## config.mk

```make
export PLATFORM = sky130hd
export DESIGN_NAME = if_freq_meter
export DESIGN_NICKNAME = d
export VERILOG_FILES = /design/src/rtl/ifc_pkg.sv /design/src/rtl/ifc_edge_sync.sv /design/src/rtl/ifc_gate_timer.sv /design/src/rtl/ifc_main_counter.sv /design/src/rtl/ifc_window_check.sv /design/src/rtl/if_freq_meter.sv
export SDC_FILE = /design/constraint.sdc
export NUM_CORES = 1
export LEC_CHECK = 0
export BUFFER_PORTS_ARGS = -buffer_cell sky130_fd_sc_hd__buf_2
export CORE_MARGIN = 10
export CORE_UTILIZATION = 45
export CTS_CLUSTER_DIAMETER = 50
export DETAILED_ROUTE_END_ITERATION = 8
export GPL_ROUTABILITY_DRIVEN = 1
export PLACE_DENSITY = 0.68
export SLEW_MARGIN = 15
export SYNTH_ARGS = -nofsm -noshare
export SYNTH_HDL_FRONTEND = slang
export SYNTH_HIERARCHICAL = 1
export SYNTH_SLANG_ARGS = --single-unit
export TNS_END_PERCENT = 100
```

## constraint.sdc

```tcl
create_clock -name clk -period 2.5 [get_ports clk]
set_input_delay 0.5 -clock clk [delete_from_list [all_inputs] [get_ports clk]]
set_output_delay 0.5 -clock clk [all_outputs]
set_load 0.005 [all_outputs]
```

## src/rtl/ifc_pkg.sv

```systemverilog
package ifc_pkg;

    typedef enum logic [1:0] {
        MODE_OFF = 2'b00,
        MODE_FM  = 2'b01,
        MODE_AM  = 2'b10,
        MODE_UPC = 2'b11
    } ifc_mode_e;

    typedef enum logic [1:0] {
        ST_IDLE  = 2'd0,
        ST_LOAD  = 2'd1,
        ST_COUNT = 2'd2,
        ST_CHECK = 2'd3
    } ifc_state_e;

endpackage

```

## src/rtl/ifc_edge_sync.sv

```systemverilog
module ifc_edge_sync #(
    parameter int STAGES = 2
) (
    input  logic clk,
    input  logic rst_n,
    input  logic async_in,
    output logic rise_o
);
    logic [STAGES-1:0] chain_q;
    logic              last_q;

    genvar gi;
    generate
        for (gi = 0; gi < STAGES; gi++) begin : g_stage
            if (gi == 0) begin : g_first
                always_ff @(posedge clk or negedge rst_n) begin
                    if (!rst_n) chain_q[gi] <= 1'b0;
                    else        chain_q[gi] <= async_in;
                end
            end else begin : g_next
                always_ff @(posedge clk or negedge rst_n) begin
                    if (!rst_n) chain_q[gi] <= 1'b0;
                    else        chain_q[gi] <= chain_q[gi-1];
                end
            end
        end
    endgenerate

    always_ff @(posedge clk or negedge rst_n) begin
        if (!rst_n) last_q <= 1'b0;
        else        last_q <= chain_q[STAGES-1];
    end

    assign rise_o = chain_q[STAGES-1] & ~last_q;
endmodule

```

## src/rtl/ifc_gate_timer.sv

```systemverilog
module ifc_gate_timer #(
    parameter int DIV_W = 14,
    parameter int SEL_W = 3
) (
    input  logic             clk,
    input  logic             rst_n,
    input  logic             restart,
    input  logic             run,
    input  logic [DIV_W-1:0] base_div,
    input  logic [SEL_W-1:0] gate_sel,
    output logic             gate_done
);
    localparam int TICK_W = (1 << SEL_W) - 1;

    logic [DIV_W-1:0]  pre_q;
    logic [TICK_W-1:0] tick_q;
    logic [DIV_W-1:0]  pre_last;
    logic [TICK_W-1:0] tick_last;
    logic              tick;

    assign pre_last  = base_div - DIV_W'(1);
    assign tick_last = TICK_W'((32'd1 << gate_sel) - 32'd1);
    assign tick      = run && (pre_q == pre_last);
    assign gate_done = tick && (tick_q == tick_last);

    always_ff @(posedge clk or negedge rst_n) begin
        if (!rst_n) begin
            pre_q  <= '0;
            tick_q <= '0;
        end else if (restart) begin
            pre_q  <= '0;
            tick_q <= '0;
        end else if (run) begin
            if (tick) begin
                pre_q  <= '0;
                tick_q <= tick_q + TICK_W'(1);
            end else begin
                pre_q  <= pre_q + DIV_W'(1);
            end
        end
    end
endmodule

```

## src/rtl/ifc_main_counter.sv

```systemverilog
module ifc_main_counter #(
    parameter int CNT_W   = 21,
    parameter int SHORT_W = 11
) (
    input  logic             clk,
    input  logic             rst_n,
    input  logic             load,
    input  logic [CNT_W-1:0] preload,
    input  logic             dec,
    input  logic             short_len,
    output logic [CNT_W-1:0] count_o
);
    localparam logic [CNT_W-1:0] SHORT_MASK = CNT_W'((64'd1 << SHORT_W) - 64'd1);

    logic [CNT_W-1:0] mask;
    logic [CNT_W-1:0] count_q;

    assign mask = short_len ? SHORT_MASK : '1;

    always_ff @(posedge clk or negedge rst_n) begin
        if (!rst_n)     count_q <= '0;
        else if (load)  count_q <= preload & mask;
        else if (dec)   count_q <= (count_q - CNT_W'(1)) & mask;
    end

    assign count_o = count_q;
endmodule

```

## src/rtl/ifc_window_check.sv

```systemverilog
module ifc_window_check #(
    parameter int CNT_W   = 21,
    parameter int SHORT_W = 11,
    parameter int WSEL_W  = 3
) (
    input  logic [CNT_W-1:0]  count,
    input  logic              short_len,
    input  logic [WSEL_W-1:0] win_sel,
    output logic              in_win
);
    localparam int RW = CNT_W + 1;

    logic [RW-1:0] resid;
    logic [RW-1:0] span;

    always_comb begin
        if (short_len)
            resid = {{(RW-SHORT_W){count[SHORT_W-1]}}, count[SHORT_W-1:0]};
        else
            resid = {count[CNT_W-1], count};
        span   = RW'(1) << win_sel;
        in_win = ($signed(resid) <= $signed(span)) &&
                 ($signed(resid) >= -$signed(span));
    end
endmodule

```

## src/rtl/if_freq_meter.sv

```systemverilog
module if_freq_meter
    import ifc_pkg::*;
#(
    parameter int DIV_W         = 14,
    parameter int SEL_W         = 3,
    parameter int ADJ_W         = 5,
    parameter int WSEL_W        = 3,
    parameter int CNT_W         = 21,
    parameter int SHORT_W       = 11,
    parameter int SHORT_SEL_MAX = 1,
    parameter int NOM_FM        = 1712,
    parameter int NOM_AM        = 450,
    parameter int NOM_UPC       = 10700,
    parameter int SYNC_STAGES   = 2
) (
    input  logic              clk,
    input  logic              rst_n,
    input  logic              if_in,
    input  logic [1:0]        mode_sel,
    input  logic [DIV_W-1:0]  base_div,
    input  logic [SEL_W-1:0]  gate_sel,
    input  logic [ADJ_W-1:0]  ctr_adj,
    input  logic [WSEL_W-1:0] win_sel,
    output logic              meas_valid,
    output logic              meas_in_win
);
    ifc_state_e        state_q, state_d;
    ifc_mode_e         mode;
    logic              if_rise;
    logic              gate_done;
    logic              counting;
    logic              loading;
    logic              short_now;
    logic              short_q;
    logic [WSEL_W-1:0] win_q;
    logic [CNT_W-1:0]  nominal;
    logic [CNT_W-1:0]  preload;
    logic [CNT_W-1:0]  count_q;
    logic              verdict;

    assign mode     = ifc_mode_e'(mode_sel);
    assign counting = (state_q == ST_COUNT);
    assign loading  = (state_q == ST_LOAD);

    always_comb begin
        unique case (mode)
            MODE_FM:  nominal = CNT_W'(NOM_FM);
            MODE_AM:  nominal = CNT_W'(NOM_AM);
            MODE_UPC: nominal = CNT_W'(NOM_UPC);
            default:  nominal = '0;
        endcase
        preload   = (nominal << gate_sel) +
                    {{(CNT_W-ADJ_W){ctr_adj[ADJ_W-1]}}, ctr_adj};
        short_now = (mode == MODE_AM) && (int'(gate_sel) <= SHORT_SEL_MAX);
    end

    always_ff @(posedge clk or negedge rst_n) begin
        if (!rst_n) begin
            short_q <= 1'b0;
            win_q   <= '0;
        end else if (loading) begin
            short_q <= short_now;
            win_q   <= win_sel;
        end
    end

    ifc_edge_sync #(.STAGES(SYNC_STAGES)) u_sync (
        .clk      (clk),
        .rst_n    (rst_n),
        .async_in (if_in),
        .rise_o   (if_rise)
    );

    ifc_gate_timer #(.DIV_W(DIV_W), .SEL_W(SEL_W)) u_timer (
        .clk       (clk),
        .rst_n     (rst_n),
        .restart   (loading),
        .run       (counting),
        .base_div  (base_div),
        .gate_sel  (gate_sel),
        .gate_done (gate_done)
    );

    ifc_main_counter #(.CNT_W(CNT_W), .SHORT_W(SHORT_W)) u_count (
        .clk       (clk),
        .rst_n     (rst_n),
        .load      (loading),
        .preload   (preload),
        .dec       (counting && if_rise),
        .short_len (loading ? short_now : short_q),
        .count_o   (count_q)
    );

    ifc_window_check #(.CNT_W(CNT_W), .SHORT_W(SHORT_W), .WSEL_W(WSEL_W)) u_judge (
        .count     (count_q),
        .short_len (short_q),
        .win_sel   (win_q),
        .in_win    (verdict)
    );

    always_comb begin
        state_d = state_q;
        unique case (state_q)
            ST_IDLE:  state_d = ST_LOAD;
            ST_LOAD:  state_d = ST_COUNT;
            ST_COUNT: if (gate_done) state_d = ST_CHECK;
            ST_CHECK: state_d = ST_LOAD;
            default:  state_d = ST_IDLE;
        endcase
        if (mode == MODE_OFF) state_d = ST_IDLE;
    end

    always_ff @(posedge clk or negedge rst_n) begin
        if (!rst_n) state_q <= ST_IDLE;
        else        state_q <= state_d;
    end

    always_ff @(posedge clk or negedge rst_n) begin
        if (!rst_n) begin
            meas_valid  <= 1'b0;
            meas_in_win <= 1'b0;
        end else begin
            meas_valid  <= (state_q == ST_CHECK);
            meas_in_win <= (state_q == ST_CHECK) && verdict;
        end
    end
endmodule

```

==> results.tsv <==
metric	value	unit
LEAKAGE	3.676	nW
overall routed net length	17.03	mm
Post-synth ARST share	1.000	
max-cap violation count	0	
CP Data Required Time	2.67	ns
largest family of logic cells by synthesized area	simple AND/OR/NAND/NOR gates	
GP Congestion	0.9019	
CTS tree	done	
most frequent cells in the layout	buf_4 (148), nor2_1 (56), nand2_1 (53), dfrtp_1 (53), ha_1 (49)	
clk root buf	clkbuf_16	
DP HPWL	12.86	mm
layout cells sized above 1	0.3638	
# fillers	991	
CP arrival	2.94	ns
DRT iter0 DRCs	359	
most common cell after layout, fill and taps aside	buf_4	
Worst Max-Slew Pin Slew	0.6796	ns
CTS H-tree lvls	2	
placed cell areas	7420	µm²
Mapped Cells	743	
FF+latch area	1326	µm²
Peak VDD IR	0.4235	mV
reg2reg start	win_q[2]$_DFFE_PN0P_	
endpoints failing setup	17	
RSZ-0062 raised after global routing	true	
total CTS buffers	5	
CP cell instances	buf_8 > buf_12 > nor2b_4 > nor3_2 > a21oi_1 > a22oi_1 > nor2_1 > ha_1 > o21ai_2 > o21ai_2 > a2111oi_4 > o31ai_4 > buf_4 > a21boi_2 > xnor2_1 > a21boi_1 > a21oi_1	
area of the multi-input gates	4853	µm²
Synth Flop Type	dfrtp_1	
Syn-to-layout area delta	38.62	%
status	finished, violations left	
yosys warns	6	
# rows	41	
Via Count	6135	
die width	134.8	µm
Remaining DRCs	0	
worst rel slew slack	0.5469	
Clock transition at path regs	0.07	ns
grt ovf	0	
Clock Sinks	53	
fin nets	1006	
min Tclk post-route	2.774	ns
kind of end point of the critical path	flop	
failing checks	setup timing	
worst-skew pair later-pin latency	0.29	ns
die area	18170	µm²
Final Hold Fails	0	
Die H	134.8	µm
number of synthesized flops with an enable pin	0	
synth unique cells	83	
Port Buffer Count	31	
worst-path fanout max	6	
WS Path Type	in -> reg	
complex-gate fraction of the synthesized area	0.2161	
max frequency	0.3605	GHz
sequential area share after synthesis	0.2237	
initial antenna violation count	0	
P per Cell Area	676.3	nW/µm²
vias in the first global route	6151	
Starting Density	0.4642	
Ports	32	
Final period util	1.110	
syn_area_per_cell	7.980	µm²
Synth Area in Adders	0.1258	
final worst slack	-0.2739	ns
R2R Path End	meas_in_win$_DFF_PN0_	
number of diodes	0	
CP Launch Type	input port	
worst-case reg-to-reg path depth	12	
largest net degree at the start of global routing	54	
max incr delay on CP	0.48	ns
CTS max path bufs	2	
First-pass DRT Iterations	5	
#FFs+latches synth	53	
Worst R2R Setup Slack	0.10	ns
CP endpoint	u_count/count_o[18]$_DFFE_PN0P_	
Detail Route Antenna Nets	0	
final instance area	8219	µm²
Post-Synth XOR/XNOR Area	0.08863	
first-pass GRT wire length	28.15	mm
CP startpoint	gate_sel[0]	
post-synthesis mux area share	0.02363	
final clock skew	0.006419	ns
Place WS	-0.6682	ns
worst hold-check path type	in -> reg	
Slowest-stage cell, CP	a2111oi_4	
Core Box Area	12770	µm²
vias per std cell	5.628	
per-cell routed wire length	15.62	µm
gr usage total	0.1797	
Slew Viols, Final	0	
Fin Hold WS	0.3078	ns
Mapped Area	5929	µm²
simple-gate portion of the synthesized area	0.2614	
==> flip-flops by register name (all words and copies together), names as in the netlist <==
| signal | count |
|---|---|
| state_q | 2 |
| meas_in_win | 1 |
| u_sync/last_q | 1 |
| meas_valid | 1 |
| win_q | 3 |
| u_timer/tick_q | 7 |
| u_sync/chain_q | 2 |
| u_count/count_o | 21 |
| u_timer/pre_q | 14 |
| short_q | 1 |
==> synthesized netlist by cell type, types with 5 or more instances <==
master | n | share of area
a211oi_1 | 5 | 0.0063
a21boi_0 | 6 | 0.0076
a21o_1 | 9 | 0.011
a21oi_1 | 51 | 0.043
a22oi_1 | 5 | 0.0063
a31oi_1 | 9 | 0.0095
and3_1 | 8 | 0.0084
clkbuf_1 | 24 | 0.015
dfrtp_1 | 53 | 0.22
ha_1 | 58 | 0.12
inv_1 | 38 | 0.024
mux2_2 | 5 | 0.0095
mux2i_1 | 5 | 0.0084
nand2_1 | 57 | 0.036
nand2b_1 | 13 | 0.014
nand3_1 | 16 | 0.014
nand3b_1 | 8 | 0.010
nand4_1 | 20 | 0.021
nor2_1 | 72 | 0.046
nor2b_1 | 11 | 0.012
nor3_1 | 23 | 0.019
nor4_1 | 12 | 0.013
o211ai_1 | 7 | 0.0089
o21ai_0 | 50 | 0.042
o21ai_1 | 5 | 0.0042
o311ai_0 | 8 | 0.012
o31ai_1 | 5 | 0.0063
or4_1 | 8 | 0.010
xnor2_1 | 31 | 0.046
xor2_1 | 29 | 0.043
==> kinds of logic (layout without fill, tap and decap cells) <==
| group | Yosys count | after routing |
|---|---|---|
| other | 1 | 12 |
| adder cells (fa/ha/maj) | 59 | 59 |
| XOR/XNOR | 60 | 60 |
| flip-flops | 53 | 53 |
| AND/OR/NAND/NOR | 284 | 284 |
| AO/OA/AOI/OAI | 198 | 198 |
| buffers and inverters | 75 | 239 |
| multiplexers | 13 | 13 |
==> how the worst min path moves through the flow <==
stage	start	end	slack [ns]	cells after the start
final	if_in	u_sync/chain_q[0]$_DFF_PN0_	0.31	1
after global routing	if_in	u_sync/chain_q[0]$_DFF_PN0_	0.31	1
after CTS	if_in	u_sync/chain_q[0]$_DFF_PN0_	0.31	1
after detailed placement	u_sync/chain_q[0]$_DFF_PN0_	u_sync/chain_q[1]$_DFF_PN0_	0.34	0
after global placement	u_sync/chain_q[0]$_DFF_PN0_	u_sync/chain_q[1]$_DFF_PN0_	0.33	0
after floorplan	rst_n	meas_in_win$_DFF_PN0_	0.20	0
==> layer usage <==
metal / vias to the layer above / GRT usage / share of wire
met5: - / 0 / 0
met4: 0 / 0.04111 / 0.013
met3: 24 / 0.01818 / 0.030
met2: 127 / 0.3228 / 0.50
met1: 2943 / 0.2243 / 0.45
li1: 3041 / - / -
==> stage by stage <==
step | util | std cells | setup TNS (ns) | power (mW)
floorplan | - | 754 | -3.001 | 3.499
global placement | 0.5809 | 1064 | -16.17 | 4.296
detailed placement | 0.5809 | 1064 | -17.59 | 4.428
CTS | 0.6211 | 1082 | -1.665 | 5.253
global route | 0.6435 | 1090 | -5.404 | 6.018
finish | 0.6435 | 1090 | -2.188 | 5.559
==> repair_timing <==
action	4_1_cts	5_1_grt
buffers inserted	11	9
pin swaps	46	50
gates resized for setup	70	56
cloned	0	0
setup endpoints to repair	35	34
hold buffers	0	0
==> report_power, final <==
group          internal (mW)  switching, mW  total, mW
registers               1.10          0.358       1.46
clock network          0.374          0.317      0.692
logic                   1.60           1.81       3.41
==> layout make-up <==
type	instances	share of cell area
Clock inverter	2	0.001675
Inverter	39	0.02055
Clock buffer	6	0.01568
Timing Repair Buffer	192	0.1840
Sequential cell	53	0.1614
Tap cell	172	0.02618
Multi-Input combinational cell	626	0.5905
==> worst max-delay path, delay by kind of cell <==
| family | cells | cell delay, ns |
|---|---|---|
| AOI/OAI and AO/OA | 9 | 1.33 |
| xor gates and xnor gates | 1 | 0.08 |
| adders and majority gates | 1 | 0.28 |
| buffers and inverters | 3 | 0.39 |
| and+or+nand+nor | 3 | 0.38 |
(Power assumes the default switching activity.)
